File: src/rtl/gpt_pkg.sv
package gpt_pkg;

  typedef enum logic [1:0] {
    ACT_HOLD   = 2'd0,
    ACT_STEP   = 2'd1,
    ACT_RELOAD = 2'd2,
    ACT_LOAD   = 2'd3
  } cnt_act_e;

  // Counter action priority: software load, then period end, then step.
  function automatic cnt_act_e pick_action(input logic wr, input logic tick,
                                           input logic hit, input logic active);
    cnt_act_e a;
    if (wr)                  a = ACT_LOAD;
    else if (tick && hit)    a = ACT_RELOAD;
    else if (tick && active) a = ACT_STEP;
    else                     a = ACT_HOLD;
    return a;
  endfunction

endpackage

File: src/rtl/gpt_gate_sync.sv
module gpt_gate_sync #(
  parameter int unsigned STAGES = 2
) (
  input  logic clk,
  input  logic rst_n,
  input  logic pin,
  input  logic pol,
  output logic active
);
  logic [STAGES-1:0] chain;

  generate
    for (genvar i = 0; i < STAGES; i++) begin : g_stage
      if (i == 0) begin : g_first
        always_ff @(posedge clk or negedge rst_n) begin
          if (!rst_n) chain[0] <= 1'b0;
          else        chain[0] <= pin;
        end
      end else begin : g_next
        always_ff @(posedge clk or negedge rst_n) begin
          if (!rst_n) chain[i] <= 1'b0;
          else        chain[i] <= chain[i-1];
        end
      end
    end
  endgenerate

  assign active = (chain[STAGES-1] == pol);
endmodule

File: src/rtl/gpt_prescaler.sv
module gpt_prescaler #(
  parameter int unsigned SEL_W = 4,
  localparam int unsigned DIV_W = (1 << SEL_W) - 1
) (
  input  logic             clk,
  input  logic             rst_n,
  input  logic             enable,
  input  logic [SEL_W-1:0] sel,
  output logic             tick
);
  logic [DIV_W-1:0] pre_q;

  // Mask with the low 'sel' bits set.
  function automatic logic [DIV_W-1:0] low_mask(input logic [SEL_W-1:0] s);
    logic [DIV_W-1:0] m;
    for (int i = 0; i < DIV_W; i++) m[i] = (i < int'(s));
    return m;
  endfunction

  logic [DIV_W-1:0] mask;
  assign mask = low_mask(sel);
  assign tick = enable && ((pre_q & mask) == mask);

  always_ff @(posedge clk or negedge rst_n) begin
    if (!rst_n)       pre_q <= '0;
    else if (!enable) pre_q <= '0;
    else              pre_q <= pre_q + 1'b1;
  end
endmodule

File: src/rtl/gpt_counter.sv
module gpt_counter
  import gpt_pkg::*;
#(
  parameter int unsigned CNT_W = 32,
  localparam logic [CNT_W-1:0] RELOAD_VAL = CNT_W'(1)
) (
  input  logic             clk,
  input  logic             rst_n,
  input  logic             tick,
  input  logic             active,
  input  logic             cnt_wr,
  input  logic [CNT_W-1:0] cnt_wdata,
  input  logic             cmp_wr,
  input  logic [CNT_W-1:0] cmp_wdata,
  output logic [CNT_W-1:0] count,
  output logic             period_end
);
  logic [CNT_W-1:0] cnt_q, cmp_q, cnt_d;
  cnt_act_e act;

  function automatic logic [CNT_W-1:0] next_count(input cnt_act_e a,
      input logic [CNT_W-1:0] cur, input logic [CNT_W-1:0] wdata);
    logic [CNT_W-1:0] n;
    case (a)
      ACT_LOAD:   n = wdata;
      ACT_RELOAD: n = RELOAD_VAL;
      ACT_STEP:   n = cur + 1'b1;
      default:    n = cur;
    endcase
    return n;
  endfunction

  assign act        = pick_action(cnt_wr, tick, cnt_q == cmp_q, active);
  assign period_end = (act == ACT_RELOAD);
  assign cnt_d      = next_count(act, cnt_q, cnt_wdata);
  assign count      = cnt_q;

  always_ff @(posedge clk or negedge rst_n) begin
    if (!rst_n) begin
      cnt_q <= '0;
      cmp_q <= '1;
    end else begin
      cnt_q <= cnt_d;
      if (cmp_wr) cmp_q <= cmp_wdata;
    end
  end
endmodule

File: src/rtl/gpt_flag.sv
module gpt_flag (
  input  logic clk,
  input  logic rst_n,
  input  logic set,
  input  logic clr,
  output logic flag
);
  always_ff @(posedge clk or negedge rst_n) begin
    if (!rst_n)   flag <= 1'b0;
    else if (set) flag <= 1'b1;
    else if (clr) flag <= 1'b0;
  end
endmodule

File: src/rtl/gated_period_timer.sv
module gated_period_timer #(
  parameter int unsigned CNT_W       = 32,
  parameter int unsigned SEL_W       = 4,
  parameter int unsigned SYNC_STAGES = 2
) (
  input  logic             clk,
  input  logic             rst_n,
  input  logic             enable,
  input  logic [SEL_W-1:0] prescale_sel,
  input  logic             gate_pol,
  input  logic             gate_in,
  input  logic             cnt_wr,
  input  logic [CNT_W-1:0] cnt_wdata,
  input  logic             cmp_wr,
  input  logic [CNT_W-1:0] cmp_wdata,
  input  logic             flag_clr,
  output logic [CNT_W-1:0] count,
  output logic             irq
);
  logic tick_w;
  logic gate_active_w;
  logic period_end_w;

  gpt_gate_sync #(.STAGES(SYNC_STAGES)) u_sync (
    .clk(clk), .rst_n(rst_n), .pin(gate_in), .pol(gate_pol), .active(gate_active_w)
  );

  gpt_prescaler #(.SEL_W(SEL_W)) u_pre (
    .clk(clk), .rst_n(rst_n), .enable(enable), .sel(prescale_sel), .tick(tick_w)
  );

  gpt_counter #(.CNT_W(CNT_W)) u_cnt (
    .clk(clk), .rst_n(rst_n), .tick(tick_w), .active(gate_active_w),
    .cnt_wr(cnt_wr), .cnt_wdata(cnt_wdata), .cmp_wr(cmp_wr), .cmp_wdata(cmp_wdata),
    .count(count), .period_end(period_end_w)
  );

  gpt_flag u_flag (
    .clk(clk), .rst_n(rst_n), .set(period_end_w), .clr(flag_clr), .flag(irq)
  );
endmodule

File: config.mk
export PLATFORM = sky130hd
export DESIGN_NAME = gated_period_timer
export DESIGN_NICKNAME = d
export VERILOG_FILES = /design/src/rtl/gpt_pkg.sv /design/src/rtl/gpt_gate_sync.sv /design/src/rtl/gpt_prescaler.sv /design/src/rtl/gpt_counter.sv /design/src/rtl/gpt_flag.sv /design/src/rtl/gated_period_timer.sv
export SDC_FILE = /design/constraint.sdc
export NUM_CORES = 1
export LEC_CHECK = 0
export BUFFER_PORTS_ARGS = -buffer_cell sky130_fd_sc_hd__buf_2
export CORE_MARGIN = 2
export CORE_UTILIZATION = 26
export DETAILED_ROUTE_END_ITERATION = 16
export MAX_ROUTING_LAYER = met4
export PLACE_DENSITY_LB_ADDON = 0.05
export RECOVER_POWER = 25
export SYNTH_ARGS = -nofsm -noshare
export SYNTH_HDL_FRONTEND = slang
export SYNTH_SLANG_ARGS = --single-unit
export TNS_END_PERCENT = 100
File: constraint.sdc
create_clock -name clk -period 2.95 [get_ports clk]
set_input_delay 0.295 -clock clk [delete_from_list [all_inputs] [get_ports clk]]
set_output_delay 0.295 -clock clk [all_outputs]
set_load 0.005 [all_outputs]
# Word-level counts from Yosys, hierarchy flattened
# Index checks and enable logic that the tools add are counted.
# classes
add_sub_neg,2
mux,7
n_bitwise,1
shift,0
div_mod_pow,0
magnitude_cmp,15
n_eq_ne,6
reduce_logical,5
n_mul,0
# ops
op,count
$pmux W32 S3,1
$add A32 B1 Y32 const B,1
$eq A32 B32 Y1,1
$lt A4 B4 Y1 const A,7
$lt A3 B4 Y1 const A,4
$add A15 B1 Y15 const B,1
$and A15 B15 Y15,1
$eq A15 B15 Y1,1
$mux W15,1
$lt A1 B4 Y1 const A,2
$lt A2 B4 Y1 const A,2
$eq A2 B2 Y1 const B,2
$mux W2,2
$logic_and A1 B1 Y1,3
$mux W1,3
$reduce_bool A3 Y1,1
$eq A2 B1 Y1 const B,1
$reduce_bool A2 Y1,1
$eq A1 B1 Y1,1
# totals
word_cells,42
ram_bits,0
in_bits,76
register_bits,82
latchBits,0
out_inout_bits,33
romBits,0
memories,0

# Depth between registers and ports, before layout
# Gate-level depths: netlist of the first run.
# logic_depth
depth_word,10
ltp_mapped,13
mapped_depth_nobuf,11

# Cells and area by module
# Synthesis of the first run repeated with hierarchy kept, for this count alone.
# hier_totals
cells_unflattened,487
area_unflattened_um2,4792.1
# by_module_without_submodules
mod,cells_each,area_each_um2,seq_area_each_um2,n_inst
gpt_counter,381,3789.9,1641.6,1
gpt_prescaler,100,907.1,375.4,1
gpt_gate_sync,3,58.8,50.0,1
gpt_flag,3,36.3,25.0,1

# Worst setup path before layout of the first run
# No wires, ideal clock.
# synth_timing
path_type,register -> register
start,reg u_pre.pre_q[11]
end,reg u_cnt.cnt_q[16] (netlist: u_cnt.count[16])
n_path_buf,1
stages_incl_launch_ff,13
synth_period_minus_slack_ns,2.910
required_ns,2.874
t_arrival_ns,2.833
setup_slack_ns,0.040
setup_ns,0.076
cell_sequence,dfrtp_1 -> clkbuf_1 -> nand2_1 -> a221o_1 -> a311oi_1 -> o2111a_1 -> a31oi_1 -> ha_1 -> nand2_1 -> or3_1 -> or3_1 -> a2bb2oi_1 -> o21ai_1
# synth_between
elab_chain_len,9
elab_cells_between_ends,13
cone_classes,4 x eq/ne; 4 x mux; 1 x bitwise; 4 x reduce/logical
# synth_rtl
item,line,rtl
from (decl),gpt_prescaler.sv:11,logic [DIV_W-1:0] pre_q;
from (signal assigned),gpt_prescaler.sv:27,else pre_q <= pre_q + 1'b1;
$and A15 B15 Y15 *,gpt_prescaler.sv:22,assign tick = enable && ((pre_q & mask) == mask);
$eq A15 B15 Y1 *,gpt_prescaler.sv:22,
$logic_and A1 B1 Y1 *,gpt_prescaler.sv:22,
$logic_and A1 B1 Y1,gpt_pkg.sv:16,else if (tick && active) a = ACT_STEP;
$mux W1,gpt_pkg.sv:16,
$mux W2 *,gpt_pkg.sv:15,else if (tick && hit) a = ACT_RELOAD;
$mux W2 *,gpt_pkg.sv:14,if (wr) a = ACT_LOAD;
$eq A2 B1 Y1 / $eq A2 B2 Y1 (equally long branches),gpt_counter.sv:24,case (a)
$pmux W32 S3 / $reduce_bool A3 Y1 (equally long branches),--,
to (signal assigned),gpt_counter.sv:43,cnt_q <= cnt_d;
to (decl),gpt_counter.sv:18,"logic [CNT_W-1:0] cnt_q, cmp_q, cnt_d;"
# Mark *: on every way between the ends. The rest lies on a longest branch, timed or not.
# A chain may end at the register's enable or synchronous reset.

# Final worst setup path of the first run
# layout_timing
start,reg u_cnt.cmp_q[16]
end,reg u_cnt.cnt_q[16] (netlist: u_cnt.count[16])
# layout_between
elab_chain_len,6
elab_cells_between_ends,9
cone_classes,4 x eq/ne; 3 x mux; 2 x reduce/logical
# layout_rtl
item,line,rtl
from (decl),gpt_counter.sv:18,
from (signal assigned),gpt_counter.sv:44,if (cmp_wr) cmp_q <= cmp_wdata;
$eq A32 B32 Y1 *,gpt_counter.sv:33,"assign act = pick_action(cnt_wr, tick, cnt_q == cmp_q, active);"
$logic_and A1 B1 Y1 *,gpt_pkg.sv:15,
$mux W2 *,gpt_pkg.sv:15,
$mux W2 *,gpt_pkg.sv:14,
$eq A2 B1 Y1 / $eq A2 B2 Y1 (equally long branches),gpt_counter.sv:24,
$pmux W32 S3 / $reduce_bool A3 Y1 (equally long branches),--,
# Marked as above.

==> metrics, run 1 <==
status=finished with violations; failing checks=capacitance limit, slew limit; commonest non-fill, non-tap cells in the layout=buf_2 (108), buf_4 (68), dfrtp_1 (50); share of the synthesized area in the top cell type=0.262; DRC=0; hpwl dp=12,300 um; simple logic cell fraction of the synthesized area=0.191; Net Sw Frac=0.291; Top Ports=109; Hold-fix buffers, CTS=0; worst endpoint data arrival time=3.22 ns; ys flop type=dfrtp_1; Post-synth EDFFs=0; Startpoint Class=flop; htree depth=3; PnR Total Power=3.21 mW; share of cells above drive strength 1=0.466; CTS Buf Count=9; Synth Area in XOR/XNOR=0.0824; most common cell after layout, fill and taps aside=buf_2; Hold WS=0.0525 ns; P_leak=2.86 nW; Min Clock Period, post-route=2.94 ns; Mapped Cells=just under 500; Rows=just under 50; RR Startpoint=u_cnt.cmp_q[16]; total track usage=0.175; Sink Count=82; detailed-route via count=roughly 4.3k; endpoints failing hold=0; first-pass GRT wire length=25,700 um; vias per cell=4.92; gp weighted congestion=0.811; reg2reg setup slack=a little under 0.009 ns; nets@finish=approximately 730; CTS tree=yes; Final Setup Violations=0; Worst VDD drop=0.274 mV; area of the die=19,500 sq um; Port-buffer cells=108; Synth cell types=57; WL per Instance=~19 um; synth warn=0; Hold Startpoint=gate_in; Routed Wire Length=16,400 um; P_sw=0.934 mW; mux contribution to synthesized area=0.0754; area growth from synthesis to layout=36.8%; register area share after synthesis=0.438; Worst Skew=0.00799 ns; clk root buf=clkbuf_16; hold path endpoint=u_sync.chain[0]; crit-path max FO=3; Post-Syn Area=approximately 4800 sq um; RSZ-0062 raised after global routing=yes; vias in the first global route=4,501; ANT nets after route=0; gr ovfl total=0; register share of total power=0.419; pins over their slew limit=75; Power Internal=2.27 mW; Min-Delay Path Class=in -> reg; Core Box Area=between 15,000 and 20,000 sq um; Synth Area in Compound Gates=0.157; clock transition at the registers of the reported paths=0.06 ns; syn nets=564; FFs w/ async S/R, synth=1.00; Mean Syn Cell Area=between 9 and 10 sq um; Comb pwr share=0.230; synth top area cells=dfrtp_1 (26%), dfstp_2 (18%), mux2_2 (7.5%); initial antenna violation count=0; Synth area leader=dfrtp_1; CP Capture Type=flop; initial core utilization=0.265; adder-cell share of the synthesized area=0.0131; Reg-to-Reg End=u_cnt.count[16]; Worst Tran Pin Value=2.01 ns; Worst R2R Path Depth=12; Max-Slew Margin vs Limit=-0.342; hold depth=1; Clock Power Share=0.351; Die X=140 um; Max Fclk=340 MHz; number of iterations in the first detailed-routing pass=4; total power divided by cell area=between 400 and 500 nW/um^2; largest family of logic cells by synthesized area=simple AND/OR/NAND/NOR gates; maxcap violations=1; Diodes inserted=0; Clock Latency Late Sink=between 0.3 and 0.4 ns; Clock Tree Buf Depth=2; DRT iter0 DRCs=208; worst path required time=3.23 ns; largest net degree at the start of global routing=75; die height=about 140 um; CP Class=reg -> reg; final period utilization=0.997; FF+latch count, synth=a little over 80
[how the worst max path moves through the flow]
stage / start / end
final: u_cnt.cmp_q[16] / u_cnt.count[16]
after global routing: u_cnt.cmp_q[12] / u_cnt.count[14]
after CTS: u_cnt.cmp_q[6] / u_cnt.count[26]
after detailed placement: u_cnt.cmp_q[16] / u_cnt.count[16]
after global placement: u_cnt.cmp_q[16] / u_cnt.count[16]
after floorplan: u_pre.pre_q[11] / u_cnt.count[16]
[flip-flops by register name (all words and copies together) (netlist names)]
register,flops
u_flag.flag,1
u_cnt.cmp_q,32
u_sync.chain,2
u_pre.pre_q,15
u_cnt.count,32
[cells in the mapped netlist (all sizes together) (2+ instances only)]
| cell type | count |
|---|---|
| a21o | 3 |
| a21oi | 30 |
| a22oi | 2 |
| a2bb2oi | 4 |
| a31oi | 7 |
| a32oi | 6 |
| a41oi | 2 |
| and2 | 15 |
| and3 | 4 |
| and4 | 6 |
| buf | 10 |
| clkbuf | 22 |
| dfrtp | 50 |
| dfstp | 32 |
| ha | 5 |
| inv | 19 |
| mux2 | 32 |
| nand2 | 25 |
| nand2b | 2 |
| nand3 | 15 |
| nand3b | 2 |
| nand4 | 25 |
| nor2 | 17 |
| nor2b | 5 |
| nor3 | 6 |
| nor3b | 2 |
| nor4 | 11 |
| o211ai | 5 |
| o21ai | 43 |
| o22ai | 6 |
| o32a | 4 |
| or3 | 4 |
| or4 | 6 |
| xnor2 | 34 |
| xor2 | 11 |
[worst max-delay path, cell delays in order, from the launching register on]
cell       delay, ns
dfstp_2         0.55
xnor2_2         0.13
nand4_1         0.16
nor4_2          0.31
buf_4           0.16
and4_4          0.22
a21oi_4         0.07
ha_4            0.29
nand2_4         0.06
or3_4           0.33
or3_4           0.34
a2bb2oi_1       0.15
o21ai_1         0.10
[metrics by stage]
step	util	setup TNS, ns	instances	setup WS [ns]	cell area (sq um)
floorplan	-	0	483	0.0401	4780
global placement	0.333	-2.32	857	-0.234	6000
detailed placement	0.333	-1.20	857	-0.204	6000
CTS	0.352	0	874	0.00724	6350
global route	0.363	-0.799	879	-0.132	6540
finish	0.363	0	879	0.00867	6540
[layer usage]
layer,up-vias,routed length (um),track usage
met3,12,622,0.0282
met4,0,179,0.0458
met5,-,0,-
met1,2129,7630,0.232
met2,96,7920,0.279
li1,2088,-,-
[what timing repair did]
| item | in CTS | in global routing |
|---|---|---|
| endpoints found under the setup margin | 30 | 31 |
| gates cloned | 0 | 1 |
| pin swaps | 8 | 9 |
| setup buffers | 1 | 5 |
| gates resized for setup | 10 | 40 |
[final cells by class]
| type | count | area (sq um) |
|---|---|---|
| Clock buffer | 11 | 233 |
| Clock inverter | 5 | 55.1 |
| Fill cell | 1894 | 11500 |
| Inverter | 19 | 73.8 |
| Multi-Input combinational cell | 350 | 2660 |
| Sequential cell | 82 | 2090 |
| Tap cell | 229 | 287 |
| Timing Repair Buffer | 183 | 1140 |
[kinds of logic after synthesis]
group                    count (synthesis)
AO/OA/AOI/OAI                          121
XOR/XNOR                                45
adder cells (fa/ha/maj)                  5
buffers and inverters                   51
flip-flops                              82
multiplexers                            32
AND/OR/NAND/NOR                        147
[power by group through the flow]
stage	registers, mW	logic, mW	clock network (mW)
floorplan	1.38	0.309	0
global placement	1.36	0.705	0
detailed placement	1.36	0.706	0
CTS	1.34	0.721	1.16
global route	1.36	0.814	1.21
finish	1.34	0.738	1.13
No activity file was read; power rests on OpenSTA's default activity.
==> run 2: changes to the inputs <==
- ABC_AREA: not set -> 1
==> metrics, run 2 <==
status=finished with violations; failing checks=capacitance limit, slew limit; RR Startpoint=u_cnt.count[21]; final period utilization=0.908; CP Capture Type=flop; termination of the worst setup path=u_cnt.count[15]; Sink Count=82; worst endpoint data arrival time=2.95 ns; most common cell after layout, fill and taps aside=nand2_1; gp weighted congestion=slightly above 0.8; synth cell count leaders=nand2_1 (194), inv_1 (80), nor2_1 (69); Core Box Area=18,800 sq um; area growth from synthesis to layout=26.2%; quantity of gates resized following cts=0; Worst Tran Pin Value=1.97 ns; Max-Slew Margin vs Limit=-0.313; detailed-route via count=4,923; Mean Syn Cell Area=7.25 sq um; CP most frequent cell=nand2_1; vias per cell=4.68; synth top area cells=dfrtp_1 (25%), dfstp_2 (17%), nand2_1 (15%); Hold-fix buffers, CTS=0; ys flop type=dfrtp_1; syn nets=between 700 and 800; FFs w/ async S/R, synth=1.00; RSZ-0062 raised after global routing=no; hpwl dp=13,000 um; Min Clock Period, post-route=2.68 ns; ANT nets after route=0; DRT iter0 DRCs=between 200 and 300; die height=roughly 140 um; mux contribution to synthesized area=0.0316; largest family of logic cells by synthesized area=simple AND/OR/NAND/NOR gates; worst path required time=3.22 ns; gr ovfl total=0; Top Ports=109; Startpoint Class=flop; P_leak=between 2 and 3 nW; register area share after synthesis=0.419; endpoints failing hold=0; first-pass GRT wire length=26,600 um; CP startpoint=u_cnt.count[21]; hold depth=1; Synth cell types=36; Setup TNS Final=0 ns; total power divided by cell area=533 nW/um^2; CP top delay family=simple AND/OR/NAND/NOR gates; worst path bufs/invs=3; Worst path slowest cell=dfrtp_1; crit-path max FO=20; synth warn=0; total track usage=0.177; commonest non-fill, non-tap cells in the layout=nand2_1 (194), buf_2 (107), inv_1 (80); post-CTS setup buffer count=0; CTS tree=yes; Worst VDD drop=0.259 mV; reg2reg setup slack=0.27 ns; Hold WS=around 0.056 ns; Worst Skew=0.0135 ns; Crit. path cell count=16; clk root buf=clkbuf_16; crit-path max cell delay=0.49 ns; Synth Area in Compound Gates=0.151; top-count cell post-synth=nand2_1; CP Class=reg -> reg; adder-cell share of the synthesized area=0.0125; Clock Latency Late Sink=0.36 ns; number of iterations in the first detailed-routing pass=5; Die X=between 100 and 150 um; area of the die=20,300 sq um; Port-buffer cells=108; htree depth=3; pins over their slew limit=70; FF+latch count, synth=82; Post-Syn Area=4990 sq um; Rows=50; initial core utilization=0.266; Reg-to-Reg End=u_cnt.count[15]; simple logic cell fraction of the synthesized area=0.280; Routed Wire Length=~17,000 um; Synth Area in XOR/XNOR=0.0263; WL per Instance=16.1 um; Clock Tree Buf Depth=2; maxcap violations=1; placed inst area=approximately 6000 sq um; initial antenna violation count=0; Post-synth EDFFs=0; vias in the first global route=slightly below 5k; share of the synthesized area in the top cell type=0.251; design area=6290 sq um; Max Fclk=373 MHz; DRC=0; nets@finish=894; Worst R2R Path Depth=16; clock transition at the registers of the reported paths=around 0.070 ns; Final Setup Violations=0; share of cells above drive strength 1=0.254; CTS Buf Count=9; worst-path cell chain=inv_1 -> nand2_1 -> nand2_1 -> nand2_1 -> nor2_1 -> nand2_1 -> nor2_1 -> nand2_1 -> nand2_1 -> nor2_1 -> nor2_1 -> ha_2 -> inv_1 -> buf_12 -> a21oi_1 -> a21oi_1; Synth area leader=dfrtp_1; largest net degree at the start of global routing=70; Diodes inserted=0; Mapped Cells=688; Min-Delay Path Class=in -> reg
[run 2: stage by stage]
step	util	power [mW]	instances	worst slack, ns
finish	0.335	3.35	1052	0.271
CTS	0.336	3.41	1052	0.191
global placement	0.318	2.06	1036	0.233
floorplan	-	1.72	688	0.616
global route	0.335	3.54	1052	0.0820
detailed placement	0.318	2.06	1036	0.216
[run 2: area by class of cell]
class                      instances  area (sq um)
fill                            2068         12500
inverter                          82           308
clock buffer                      11           233
multi-input combinational        504          2510
timing repair buffer             134           761
tap                              234           293
clock inverter                     5           103
sequential                        82          2090
[run 2: report_power, final]
part	internal [mW]	total [mW]	switching, mW
sequential	1.26	1.37	0.109
clock	0.827	1.32	0.493
combinational	0.283	0.667	0.385
[run 2: worst min-delay path by stage]
stage	end	slack, ns	start
after detailed placement	u_sync.chain[1]	0.33	u_sync.chain[0]
after global routing	u_sync.chain[0]	0.05	gate_in
after CTS	u_sync.chain[0]	0.04	gate_in
final	u_sync.chain[0]	0.06	gate_in
after floorplan	u_cnt.count[0]	-0.0006	rst_n
after global placement	u_sync.chain[1]	0.34	u_sync.chain[0]
[run 2: kinds of logic after synthesis]
family	count (synthesis)
buf+inv	102
fa+ha+maj	5
compound gates	137
mux	14
xor+xnor	15
simple gates	333
flops	82
[run 2: layer usage]
metal,share of wire,track usage
met5,0,-
met4,0.019,0.0552
met3,0.034,0.0286
met2,0.47,0.277
met1,0.48,0.235
==> run 3: changes to the inputs <==
--- a/config.mk
+++ b/config.mk
@@ -9,9 +9,10 @@
 export BUFFER_PORTS_ARGS = -buffer_cell sky130_fd_sc_hd__buf_2
 export CORE_MARGIN = 2
-export CORE_UTILIZATION = 26
+export CORE_UTILIZATION = 45
 export DETAILED_ROUTE_END_ITERATION = 16
 export MAX_ROUTING_LAYER = met4
 export PLACE_DENSITY_LB_ADDON = 0.05
 export RECOVER_POWER = 25
+export SKIP_LAST_GASP = 1
 export SYNTH_ARGS = -nofsm -noshare
 export SYNTH_HDL_FRONTEND = slang
==> constraint.sdc (replaced) <==
create_clock -name clk -period 2.95 [get_ports clk]
set_input_delay 0.59 -clock clk [delete_from_list [all_inputs] [get_ports clk]]
set_output_delay 0.59 -clock clk [all_outputs]
set_load 0.005 [all_outputs]
==> metrics, run 3 (synthesis gave the netlist of run 2 again) <==
endpoints failing hold=0; Hold-fix buffers, CTS=0; crit-path max FO=12; Rows=38; Clock Latency Late Sink=0.36 ns; hold depth=1; Diodes inserted=0; worst path required time=roughly 3.2 ns; Setup TNS Final=0 ns; Final Setup Violations=0; CP most frequent cell=nand2_1; die height=109 um; Port-buffer cells=between 100 and 150; hpwl dp=10,600 um; Worst Skew=roughly 0.011 ns; first-pass GRT wire length=23,000 um; htree depth=3; clock transition at the registers of the reported paths=0.09 ns; register share of total power=0.500; nets@finish=882; status=finished, final reports clean; largest net degree at the start of global routing=49; Net Sw Frac=0.319; Clock Tree Buf Depth=2; Max-Slew Margin vs Limit=0.137; initial core utilization=0.460; Worst R2R Path Depth=17; most common cell after layout, fill and taps aside=nand2_1; Max Fclk=about 370 MHz; ANT nets after route=0; Power Internal=1.89 mW; vias per cell=5.20; Hold WS=0.338 ns; Sink Count=82; CP Class=reg -> reg; vias in the first global route=between 4k and 5k; post-CTS setup buffer count=0; RSZ-0062 raised after global routing=no; area of the die=11,900 sq um; share of cells above drive strength 1=0.242; Worst path slowest cell=dfrtp_1; Comb pwr share=0.211; Clock Power Share=0.289; dpl ws=0.189 ns; crit-path max cell delay=approximately 0.46 ns; Routed Wire Length=14,200 um; maxcap violations=0; WL per Instance=15.0 um; gp weighted congestion=0.937; total track usage=0.257; worst endpoint data arrival time=2.95 ns; clk root buf=clkbuf_8; commonest non-fill, non-tap cells in the layout=nand2_1 (194), buf_2 (106), inv_1 (80); P_leak=2.84 nW; Startpoint Class=flop; Die X=109 um; Worst Tran Pin Value=around 1.3 ns; CP Capture Type=flop; Top Ports=109; quantity of gates resized following cts=0; pins over their slew limit=0; CTS tree=yes; total power divided by cell area=467 nW/um^2; Min Clock Period, post-route=2.71 ns; final period utilization=0.918; gr ovfl total=0; P_sw=0.883 mW; CTS Buf Count=9; setup slack after layout=~0.24 ns; Min-Delay Path Class=in -> reg; DRC=0; worst-path cell chain=inv_1 -> nand2_1 -> nand2_1 -> nand2_1 -> nor2_1 -> nand2_1 -> nor2_1 -> nand2_1 -> nand2_1 -> nor2_1 -> nor2_1 -> ha_2 -> nand2_1 -> buf_4 -> a21oi_1 -> o22ai_1 -> a21oi_1; Worst VDD drop=around 0.22 mV; number of iterations in the first detailed-routing pass=7; detailed-route via count=4,915; area growth from synthesis to layout=18.9%; Core Box Area=around 11,000 sq um; initial antenna violation count=0; DRT iter0 DRCs=215
## run 3: cell count changes in the layout (fill, tap and decap cells not counted), sizes merged
cell	before	now
buf	133	120
bufinv	3	0
clkbuf	12	16
clkinv	1	2
clkinvlp	1	0
## run 3: through the flow
stage          std cells  power, mW  instance area, sq um   util
6_report             946       2.77                  5930  0.547
3_3_place_gp         930       1.98                  5750  0.531
2_1_floorplan        688       1.72                  4990      -
3_5_place_dp         930       1.99                  5750  0.531
4_1_cts              946       2.79                  5940  0.548
5_1_grt              946       2.94                  5930  0.547
## run 3: cell type report
cell class              instances  area [sq um]
well taps                     140           175
inverters                      82           308
flip-flops and latches         82          2090
clock inverters                 2          10.0
repair buffers                122           669
fillers                      1078          4910
multi-input cells             504          2510
clock buffers                  14           173
## run 3: worst max-delay path: cells and delay by family, from the launching register on
family / cells / cell delay (ns)
buffers and inverters: 2 / 0.34
DFF: 1 / 0.46
and+or+nand+nor: 11 / 1.10
adders and majority gates: 1 / 0.32
AOI/OAI and AO/OA: 3 / 0.35
## run 3: final timing paths
path	start	end	slack, ns
min in group asynchronous	rst_n	u_cnt.count[4]	0.51
hold reg to reg	u_sync.chain[0]	u_sync.chain[1]	0.36
setup / recovery	u_cnt.count[17]	u_cnt.count[6]	0.24
max in group asynchronous	rst_n	u_cnt.cmp_q[18]	1.50
setup reg to reg	u_cnt.count[17]	u_cnt.count[6]	0.24
hold / removal	gate_in	u_sync.chain[0]	0.34
## run 3: layer usage
| layer | track usage | up-vias | share of wire |
|---|---|---|---|
| met5 | - | - | 0 |
| met4 | 0.0859 | 0 | 0.014 |
| met3 | 0.0267 | 14 | 0.049 |
| met2 | 0.415 | 147 | 0.47 |
| met1 | 0.339 | 2301 | 0.46 |
| li1 | - | 2453 | - |
## run 3: power groups by stage
stage          registers [mW]  logic [mW]  clock network [mW]
6_report                 1.38       0.585               0.800
5_1_grt                  1.40       0.668               0.866
4_1_cts                  1.38       0.591               0.814
3_5_place_dp             1.41       0.587                   0
3_3_place_gp             1.40       0.575                   0
2_1_floorplan            1.38       0.345                   0
